`config.mk`:
```
export PLATFORM = sky130hd
export DESIGN_NAME = chan_util_calc
export DESIGN_NICKNAME = d
export VERILOG_FILES = /design/src/rtl/chan_util_pkg.sv /design/src/rtl/cu_snapshot.sv /design/src/rtl/cu_divider.sv /design/src/rtl/chan_util_calc.sv
export SDC_FILE = /design/constraint.sdc
export NUM_CORES = 2
export LEC_CHECK = 0
export CORE_ASPECT_RATIO = 0.6
export CORE_MARGIN = 10
export CORE_UTILIZATION = 45
export DETAILED_ROUTE_END_ITERATION = 7
export PLACE_DENSITY = 0.6
export SLEW_MARGIN = 0
export SYNTH_ARGS = -nofsm -noshare
export SYNTH_HDL_FRONTEND = slang
export SYNTH_SLANG_ARGS = --single-unit
export TNS_END_PERCENT = 10
```
`constraint.sdc`:
```
create_clock -name clk -period 13.4 [get_ports clk]
set_input_delay 4.02 -clock clk [delete_from_list [all_inputs] [get_ports clk]]
set_output_delay 4.02 -clock clk [all_outputs]
set_load 0.05 [all_outputs]
```
`src/rtl/chan_util_pkg.sv`:
```
package chan_util_pkg;
  localparam int CW    = 32;
  localparam int PW    = CW + 8;
  localparam int SCALE = 100;
  localparam int NLANE = 5;

  typedef enum logic [1:0] {ST_IDLE, ST_LAUNCH, ST_WAIT, ST_PUB} cu_state_e;

  function automatic logic [PW-1:0] scale_pct(input logic [CW-1:0] d);
    return PW'(d) * PW'(SCALE);
  endfunction

  function automatic logic [CW-1:0] clear_span(input logic [CW-1:0] cyc_d,
                                               input logic [CW-1:0] ctl_d);
    return (cyc_d > ctl_d) ? (cyc_d - ctl_d) : '0;
  endfunction

  function automatic logic [CW-1:0] clamp_pct(input logic [PW-1:0] q);
    return (q > PW'(SCALE)) ? CW'(SCALE) : q[CW-1:0];
  endfunction

  function automatic logic [CW-1:0] sat_word(input logic [PW-1:0] q);
    return (q > PW'({CW{1'b1}})) ? {CW{1'b1}} : q[CW-1:0];
  endfunction

  function automatic logic interval_ok(input logic [CW-1:0] prev_cyc,
                                       input logic [CW-1:0] new_cyc);
    return (prev_cyc != '0) && (prev_cyc < new_cyc);
  endfunction
endpackage

```
`src/rtl/cu_snapshot.sv`:
```
module cu_snapshot #(
  parameter int CW    = 32,
  parameter int NLANE = 5
) (
  input  logic                      clk,
  input  logic                      rst,
  input  logic                      capture_i,
  input  logic [NLANE-1:0][CW-1:0]  cnt_i,
  output logic [NLANE-1:0][CW-1:0]  delta_o,
  output logic [CW-1:0]             snap_cyc_o
);
  logic [NLANE-1:0][CW-1:0] snap_q;

  for (genvar g = 0; g < NLANE; g++) begin : g_lane
    always_ff @(posedge clk) begin
      if (rst)            snap_q[g] <= '0;
      else if (capture_i) snap_q[g] <= cnt_i[g];
    end
    assign delta_o[g] = cnt_i[g] - snap_q[g];
  end

  assign snap_cyc_o = snap_q[0];


  snap_load_chk: assert property (@(posedge clk) disable iff (rst)
    capture_i |=> (snap_cyc_o == $past(cnt_i[0])));
endmodule

```
`src/rtl/cu_divider.sv`:
```
module cu_divider #(
  parameter int DVD_W = 40,
  parameter int DVS_W = 32
) (
  input  logic             clk,
  input  logic             rst,
  input  logic             start_i,
  input  logic [DVD_W-1:0] dividend_i,
  input  logic [DVS_W-1:0] divisor_i,
  output logic             busy_o,
  output logic             done_o,
  output logic [DVD_W-1:0] quot_o
);
  localparam int CNT_W = $clog2(DVD_W + 1);

  logic [DVD_W-1:0] quo_q;
  logic [DVS_W-1:0] rem_q, dvs_q;
  logic [CNT_W-1:0] cnt_q;
  logic             busy_q, done_q;
  logic [DVS_W:0]   rem_sh, rem_sub;
  logic             fits;

  assign rem_sh  = {rem_q, quo_q[DVD_W-1]};
  assign fits    = rem_sh >= {1'b0, dvs_q};
  assign rem_sub = rem_sh - {1'b0, dvs_q};

  always_ff @(posedge clk) begin
    if (rst) begin
      quo_q <= '0; rem_q <= '0; dvs_q <= '0;
      cnt_q <= '0; busy_q <= 1'b0; done_q <= 1'b0;
    end else begin
      done_q <= 1'b0;
      if (start_i && !busy_q) begin
        quo_q  <= dividend_i;
        rem_q  <= '0;
        dvs_q  <= divisor_i;
        cnt_q  <= CNT_W'(DVD_W);
        busy_q <= 1'b1;
      end else if (busy_q) begin
        quo_q <= {quo_q[DVD_W-2:0], fits};
        rem_q <= fits ? rem_sub[DVS_W-1:0] : rem_sh[DVS_W-1:0];
        cnt_q <= cnt_q - 1'b1;
        if (cnt_q == CNT_W'(1)) begin
          busy_q <= 1'b0;
          done_q <= 1'b1;
        end
      end
    end
  end

  assign busy_o = busy_q;
  assign done_o = done_q;
  assign quot_o = quo_q;


  nonzero_divisor_chk: assert property (@(posedge clk) disable iff (rst)
    start_i |-> (divisor_i != '0));

  start_when_idle_chk: assert property (@(posedge clk) disable iff (rst)
    start_i |-> !busy_q);
endmodule

```
`src/rtl/chan_util_calc.sv`:
```
module chan_util_calc
  import chan_util_pkg::*;
#(
  parameter int CW = chan_util_pkg::CW
) (
  input  logic          clk,
  input  logic          rst,
  input  logic          sample_i,
  input  logic [CW-1:0] cyc_cnt_i,
  input  logic [CW-1:0] ctl_busy_cnt_i,
  input  logic [CW-1:0] ext_busy_cnt_i,
  input  logic [CW-1:0] rxf_cnt_i,
  input  logic [CW-1:0] txf_cnt_i,
  output logic [CW-1:0] pct_ctl_o,
  output logic [CW-1:0] pct_ext_o,
  output logic [CW-1:0] pct_rxf_o,
  output logic [CW-1:0] pct_txf_o,
  output logic [CW-1:0] ext_norm_o,
  output logic          valid_o,
  output logic          done_o
);
  localparam int NL   = chan_util_pkg::NLANE;
  localparam int PWL  = CW + 8;
  localparam int NPCT = NL - 1;
  localparam int OP_W = $clog2(NL);

  cu_state_e             state_q;
  logic [OP_W-1:0]       op_q;
  logic [NL-1:0][CW-1:0] cnt_bus, delta, dlt_q;
  logic [CW-1:0]         snap_cyc, ccd_q;
  logic [NPCT-1:0][CW-1:0] stage_q, pct_q;
  logic [CW-1:0]         norm_stage_q, norm_q;
  logic                  accept, good_now, valid_q, done_q;
  logic                  div_start, div_busy, div_done;
  logic [PWL-1:0]        div_dvd, div_quot;
  logic [CW-1:0]         div_dvs;

  assign cnt_bus   = {txf_cnt_i, rxf_cnt_i, ext_busy_cnt_i, ctl_busy_cnt_i, cyc_cnt_i};
  assign accept    = sample_i && (state_q == ST_IDLE);
  assign good_now  = interval_ok(snap_cyc, cyc_cnt_i);
  assign div_start = (state_q == ST_LAUNCH);

  cu_snapshot #(.CW(CW), .NLANE(NL)) snap_u (
    .clk(clk), .rst(rst), .capture_i(accept), .cnt_i(cnt_bus),
    .delta_o(delta), .snap_cyc_o(snap_cyc));

  // ops 0..3: lanes 1..4 over cycle delta; op 4: extension over control-clear span
  always_comb begin
    if (op_q < OP_W'(NPCT)) begin
      div_dvd = scale_pct(dlt_q[op_q + 1'b1]);
      div_dvs = dlt_q[0];
    end else begin
      div_dvd = scale_pct(dlt_q[2]);
      div_dvs = ccd_q;
    end
  end

  cu_divider #(.DVD_W(PWL), .DVS_W(CW)) div_u (
    .clk(clk), .rst(rst), .start_i(div_start), .dividend_i(div_dvd),
    .divisor_i(div_dvs), .busy_o(div_busy), .done_o(div_done), .quot_o(div_quot));

  always_ff @(posedge clk) begin
    if (rst) begin
      state_q <= ST_IDLE; op_q <= '0;
      dlt_q <= '0; ccd_q <= '0;
      stage_q <= '0; pct_q <= '0;
      norm_stage_q <= '0; norm_q <= '0;
      valid_q <= 1'b0; done_q <= 1'b0;
    end else begin
      done_q <= 1'b0;
      unique case (state_q)
        ST_IDLE: if (accept) begin
          dlt_q <= delta;
          ccd_q <= clear_span(delta[0], delta[1]);
          op_q  <= '0;
          if (good_now) begin
            state_q <= ST_LAUNCH;
          end else begin
            pct_q   <= '0;
            norm_q  <= '0;
            valid_q <= 1'b0;
            done_q  <= 1'b1;
          end
        end
        ST_LAUNCH: state_q <= ST_WAIT;
        ST_WAIT: if (div_done) begin
          if (op_q < OP_W'(NPCT)) stage_q[op_q[1:0]] <= sat_word(div_quot);
          if (op_q == OP_W'(NPCT - 1) && ccd_q == '0) begin
            norm_stage_q <= CW'(SCALE);
            state_q      <= ST_PUB;
          end else if (op_q == OP_W'(NPCT)) begin
            norm_stage_q <= clamp_pct(div_quot);
            state_q      <= ST_PUB;
          end else begin
            op_q    <= op_q + 1'b1;
            state_q <= ST_LAUNCH;
          end
        end
        ST_PUB: begin
          pct_q   <= stage_q;
          norm_q  <= norm_stage_q;
          valid_q <= 1'b1;
          done_q  <= 1'b1;
          state_q <= ST_IDLE;
        end
        default: state_q <= ST_IDLE;
      endcase
    end
  end

  assign pct_ctl_o  = pct_q[0];
  assign pct_ext_o  = pct_q[1];
  assign pct_rxf_o  = pct_q[2];
  assign pct_txf_o  = pct_q[3];
  assign ext_norm_o = norm_q;
  assign valid_o    = valid_q;
  assign done_o     = done_q;


  ext_norm_le100_chk: assert property (@(posedge clk) disable iff (rst)
    ext_norm_o <= CW'(SCALE));

  invalid_zero_chk: assert property (@(posedge clk) disable iff (rst)
    (done_o && !valid_o) |-> (pct_q == '0 && ext_norm_o == '0));

  snap_hold_chk: assert property (@(posedge clk) disable iff (rst)
    (state_q != ST_IDLE) |=> $stable(snap_cyc));

  valid_hold_chk: assert property (@(posedge clk) disable iff (rst)
    !done_o |-> ($stable(valid_o) && $stable(ext_norm_o)));

  div_idle_chk: assert property (@(posedge clk) disable iff (rst)
    (state_q == ST_IDLE) |-> !div_busy);
endmodule

```
# Word level (Yosys, flattened, before mapping)
# Index checks and enable logic that the tools add are counted.
[totals] ff_bits=791 input_bits=163 out_inout_bits=162 word_cells=130
[classes] n_addsub=9 n_mul=2 n_lt_le_gt_ge=9 eq_ne=12 n_mux=44 n_bitwise=1 reduce_logical=21
[ops] cell="$mux W32" n=11
[ops] cell="$mux W128" n=2
[ops] cell="$pmux W128 S2" n=1
[ops] cell="$sub A32 B32 Y32" n=7
[ops] cell="$bwmux W128" n=1
[ops] cell="$bmux W32 S3" n=1
[ops] cell="$mux W40" n=2
[ops] cell="$mul A32 B5 Y37 const B" n=2
[ops] cell="$demux W32 S2" n=1
[ops] cell="$pmux W32 S2" n=1
[ops] cell="$gt A40 B32 Y1 const B" n=1
[ops] cell="$gt A40 B7 Y1 const B" n=1
[ops] cell="$mux W39" n=1
[ops] cell="$ge A33 B32 Y1" n=1
[ops] cell="$gt A32 B32 Y1" n=1
[ops] cell="$logic_not A32 Y1" n=1
[ops] cell="$lt A32 B32 Y1" n=1
[ops] cell="$reduce_bool A32 Y1" n=1
[ops] cell="$mux W3" n=4
[ops] cell="$mux W6" n=2
[ops] cell="$reduce_and A3 Y1" n=4
[ops] cell="$mux W2" n=5
[ops] cell="$ne A2 B2 Y1 const B" n=5
[ops] cell="$mux W1" n=8
[ops] cell="other kinds (24)" n=33

# Depth between registers and ports, before layout
[logic_depth] ltp_word=6 ltp_mapped=30

# Hierarchy
# A second synthesis with hierarchy kept.
[unflattened] hier_cells=6009 hier_area_um2=49723.9
[modules_own_cells] mod="chan_util_calc" n_inst=1 cells_each=3359 area_each_um2=28800.1 seq_area_each_um2=10390.0
[modules_own_cells] mod="cu_snapshot" n_inst=1 cells_each=1795 area_each_um2=14213.6 seq_area_each_um2=3203.1
[modules_own_cells] mod="cu_divider" n_inst=1 cells_each=855 area_each_um2=6710.2 seq_area_each_um2=2242.2

# Worst setup path after synthesis
# No wires, ideal clock.
[synth_path] path_kind="input port to flip-flop" start="in ctl_busy_cnt_i[0]" end="reg ccd_q[12]" setup_ns=0.128 t_arrival_ns=8.585 path_slack_ns=4.687 stages=28 n_path_buf=3 path_cell_list="inv_1 ha_1 inv_1 fa_1 a21oi_1 o22ai_1 a21o_1 a41o_1 a31o_2 a31o_2 a21oi_1 o21ai_0 a21o_1 a21oi_1 xor2_1 ha_1 clkbuf_1 nand4_1 nor3_1 and3_1 nand3_1 o21a_1 o21a_1 a31o_1 buf_4 buf_6 a22oi_1 nor2_1"
[synth_between] elab_chain_cells=3
[synth_rtl] element="from (decl)" line_no="chan_util_calc.sv:10" text="input logic [CW-1:0] ctl_busy_cnt_i,"
[synth_rtl] element="$sub A32 B32 Y32 *" line_no="cu_snapshot.sv:19" text="assign delta_o[g] = cnt_i[g] - snap_q[g];"
[synth_rtl] element="$sub A32 B32 Y32 or $gt A32 B32 Y1 (tied branches)" line_no="chan_util_pkg.sv:15" text="return (cyc_d > ctl_d) ? (cyc_d - ctl_d) : '0;"
[synth_rtl] element="$mux W32 *" line_no="chan_util_pkg.sv:15"
[synth_rtl] element="to (signal assigned)" line_no="chan_util_calc.sv:74" text="ccd_q <= clear_span(delta[0], delta[1]);"
[synth_rtl] element="to (decl)" line_no="chan_util_calc.sv:30" text="logic [CW-1:0] snap_cyc, ccd_q;"
# Every way passes the cells marked *; elsewhere a longest branch is shown, timed or not.
# A chain may end at the register's enable or synchronous reset.

# Final worst setup path
[layout_path] start="in ctl_busy_cnt_i[14]" end="reg ccd_q[8]"
[layout_between] elab_chain_cells=3
[layout_rtl] element="$sub A32 B32 Y32" line_no="cu_snapshot.sv:19"
[layout_rtl] element="$gt A32 B32 Y1" line_no="chan_util_pkg.sv:15"
[layout_rtl] element="$mux W32" line_no="chan_util_pkg.sv:15"
# Every way passes these cells.

==> results by group <==
Worst setup path
  – Critical Path Fanout Max: 22
  – Setup crit end kind: flop
  – Crit-path slowest cell: a2111oi_0
  – CP peak stage delay: 490 ps
  – Worst r2r path cells: 26
  – Crit path arrival time: 9860 ps
  – FF-to-FF End: div_u.quot_o[37]$_SDFFE_PP0P_
  – Worst EP required: between 10000 and 15000 ps
  – R2R setup slack: 5210 ps
  – Worst setup SP type: input pin
  – Worst Setup SP: ctl_busy_cnt_i[14]
  – WS Path Type: in -> reg
  – Worst R2R Start: op_q[2]$_SDFFE_PP0P_

Floorplan
  – DIE AREA: around 120000 sq um
  – I/O pin count: 325
  – Die height: 269 um
  – Core area: a little over 100000 sq um
  – Starting Density: 0.454
  – DIE WIDTH: roughly 440 um
  – Row count: 91

Drt
  – Routed len/inst: 19.9 um
  – Vias/cell: roughly 5.5
  – First-pass DRT Iterations: 6
  – Final ANT Viol Nets: 0
  – DRT iter0 DRCs: 3727
  – Total Wirelength: 145000 um
  – Total number of vias: between 40000 and 50000
  – # DRC: 0

Pwr
  – Leak: 0.0222 uW
  – VDD IR-drop max: 256 uV
  – Pwr dens: 225 nW/um^2
  – Pwr Total: approximately 12000 uW

Placed design
  – DPL Wire Length: 109000 um
  – IO Port Bufs: 324
  – GPL Wtd Cong: 0.914

Global route
  – Vias in the first global route: roughly 38000
  – Antenna violations before repair: 6
  – GR Overflow Total: 0
  – Largest net degree at the start of global routing: 158
  – Global Route Usage Sum: 0.239
  – First-pass GRT wire length: 225000 um

Clocking
  – CTS tree: built
  – Hold buffer count at CTS: 0
  – Cts repair resizes: 0
  – Worst-Skew Late Latency: 710 ps
  – Clock root buffer: clkbuf_16
  – CTS Buffer Depth: 3
  – H-tree levels: 3
  – CTS Sinks: 791
  – TritonCTS buffer count: between 80 and 90
  – Clock transition at path regs: 60 ps
  – Post-CTS setup buffer count: 0

Final layout
  – Fraction of layout instances using a drive strength above 1: 0.0431
  – Area Growth Syn to Fin: 14.8%
  – Filler instances: 10000
  – Nets: 6485
  – Multi-input gate area: 27600 sq um
  – Sequential cell area: around 16000 sq um

Timing
  – Setup_tns: 0 ps
  – Final hold slack: roughly 450 ps
  – Tmin final: roughly 9300 ps
  – Clk_skew: 33.9 ps
  – Unrepaired setup endpoints after global routing: false
  – Fmax: 107 MHz
  – Final hold vios: 0
  – # setup viols final: 0
  – Final Slew Violations: 0
  – Worst slew pin tran: 1280 ps
  – Final worst-path cycle share: 0.694
  – Relative slew margins: 0.142

Logic synthesis
  – Commonest cells in the netlist: 791 x dfxtp_1, 676 x nand2_1, 588 x a21oi_1, 542 x nor2_1, 524 x inv_1
  – EDFF count, synth: 0
  – Top cells by area, synth: dfxtp_1 34%, ha_1 12%, a21oi_1 6.3%, nand2_1 5.4%, nor2_1 4.4%
  – Top_reg_cell synth: dfxtp_1
  – Post-Syn Area: between 40000 and 50000 sq um
  – Yosys top cell area share: 0.340
  – Biggest area consumer among synthesized cells: dfxtp_1
  – Mean Syn Cell Area: 8.21 sq um
  – Count leader, synth: dfxtp_1
  – YS warnings: 0
  – Post-synth cell types: 92
  – Syn nets: 6327
  – Yosys reg bits: 791
  – Async set or reset register ratio after synthesis: 0
  – Syn Inst Count: 5674
  – Sequential share of the synthesized area: 0.340

Hold path
  – Hold Path End: dlt_q[105]$_SDFFE_PP0P_
  – Hold path cells: 2
  – Worst Hold Class: reg -> reg
  – Min-delay src: dlt_q[105]$_SDFFE_PP0P_

Outcome
  – Outcome: finished clean

Run
  – Number of max-cap violations: 0
-- registers in the layout, indices dropped and copies added (netlist names), 40 cells and up --
signal,flops
snap_u.snap_q,128
dlt_q,160
stage_q,128
div_u.quot_o,40
-- worst max-delay path, delay by kind of cell --
kind,cells,cell delay (ps)
AO/OA/AOI/OAI,14,3180
XOR/XNOR,1,260
adder cells (fa/ha/maj),2,770
buffers and inverters,2,720
AND/OR/NAND/NOR,6,880
-- cells by family (layout without fill, tap and decap cells) --
group / after synthesis / in the layout / share of synthesized area
compound gates: 1627 / 1627 / 0.231
buf+inv: 812 / 1035 / 0.0691
fa+ha+maj: 490 / 490 / 0.141
mux: 124 / 124 / 0.0267
other cells: 0 / 4 / 0
flops: 791 / 791 / 0.340
simple gates: 1595 / 1595 / 0.148
xor+xnor: 235 / 235 / 0.0442
-- worst max path at each step --
stage | to | slack [ps] | cells after the start
2_1_floorplan | ccd_q[12]$_SDFFE_PP0P_ | 4690 | 28
4_1_cts | ccd_q[8]$_SDFFE_PP0P_ | 4220 | 25
6_report | ccd_q[8]$_SDFFE_PP0P_ | 4090 | 25
3_3_place_gp | ccd_q[8]$_SDFFE_PP0P_ | 3580 | 27
5_1_grt | ccd_q[21]$_SDFFE_PP0P_ | 3690 | 25
3_5_place_dp | ccd_q[8]$_SDFFE_PP0P_ | 3490 | 25
-- placed cells by master, fill, tap and decap left out, types with 36 or more instances in the layout --
| cell type | n |
|---|---|
| nand2b_1 | 44 |
| nor3_1 | 41 |
| o21ai_0 | 185 |
| inv_1 | 524 |
| a21oi_1 | 588 |
| clkbuf_16 | 84 |
| a211oi_1 | 229 |
| nor2_1 | 538 |
| fa_1 | 61 |
| mux2i_1 | 122 |
| nand2_1 | 674 |
| xor2_1 | 91 |
| buf_4 | 36 |
| xnor2_1 | 144 |
| a21o_1 | 145 |
| and2_1 | 41 |
| ha_1 | 427 |
| nor2b_1 | 36 |
| nand3_1 | 52 |
| dfxtp_1 | 788 |
| clkdlybuf4s50_1 | 323 |
| o21bai_1 | 41 |
| a22o_1 | 164 |
-- stage by stage --
stage	area, sq um	util	std cells	setup WS (ps)
after floorplan	46600	-	5674	4690
after global placement	50700	0.494	7143	3580
after detailed placement	50700	0.494	7143	3490
after CTS	53500	0.521	7292	4220
after global routing	53500	0.521	7294	3690
final	53500	0.521	7296	4090
-- metal layers --
layer / global-route usage / vias to the layer above / routed length [um]
met5: 0 / - / 46
met4: 0.0495 / 6 / 2900
met3: 0.0554 / 179 / 10800
met2: 0.350 / 1064 / 60500
met1: 0.352 / 18900 / 70900
li1: - / 20000 / -
-- power breakdown --
group	switching, uW	leakage [uW]	internal, uW
Clock	1070	0.00137	1350
Combinational	4100	0.0144	2360
Sequential	420	0.00644	2750
-- area by class of cell --
type / instances / area share
repair buffers: 362 / 0.0665
flip-flops and latches: 791 / 0.296
clock buffers: 107 / 0.0437
well taps: 1395 / 0.0326
diodes: 4 / 0.000187
clock inverters: 42 / 0.00867
multi-input cells: 4071 / 0.516
inverters: 524 / 0.0368
No activity file was read; power rests on OpenSTA's default activity.
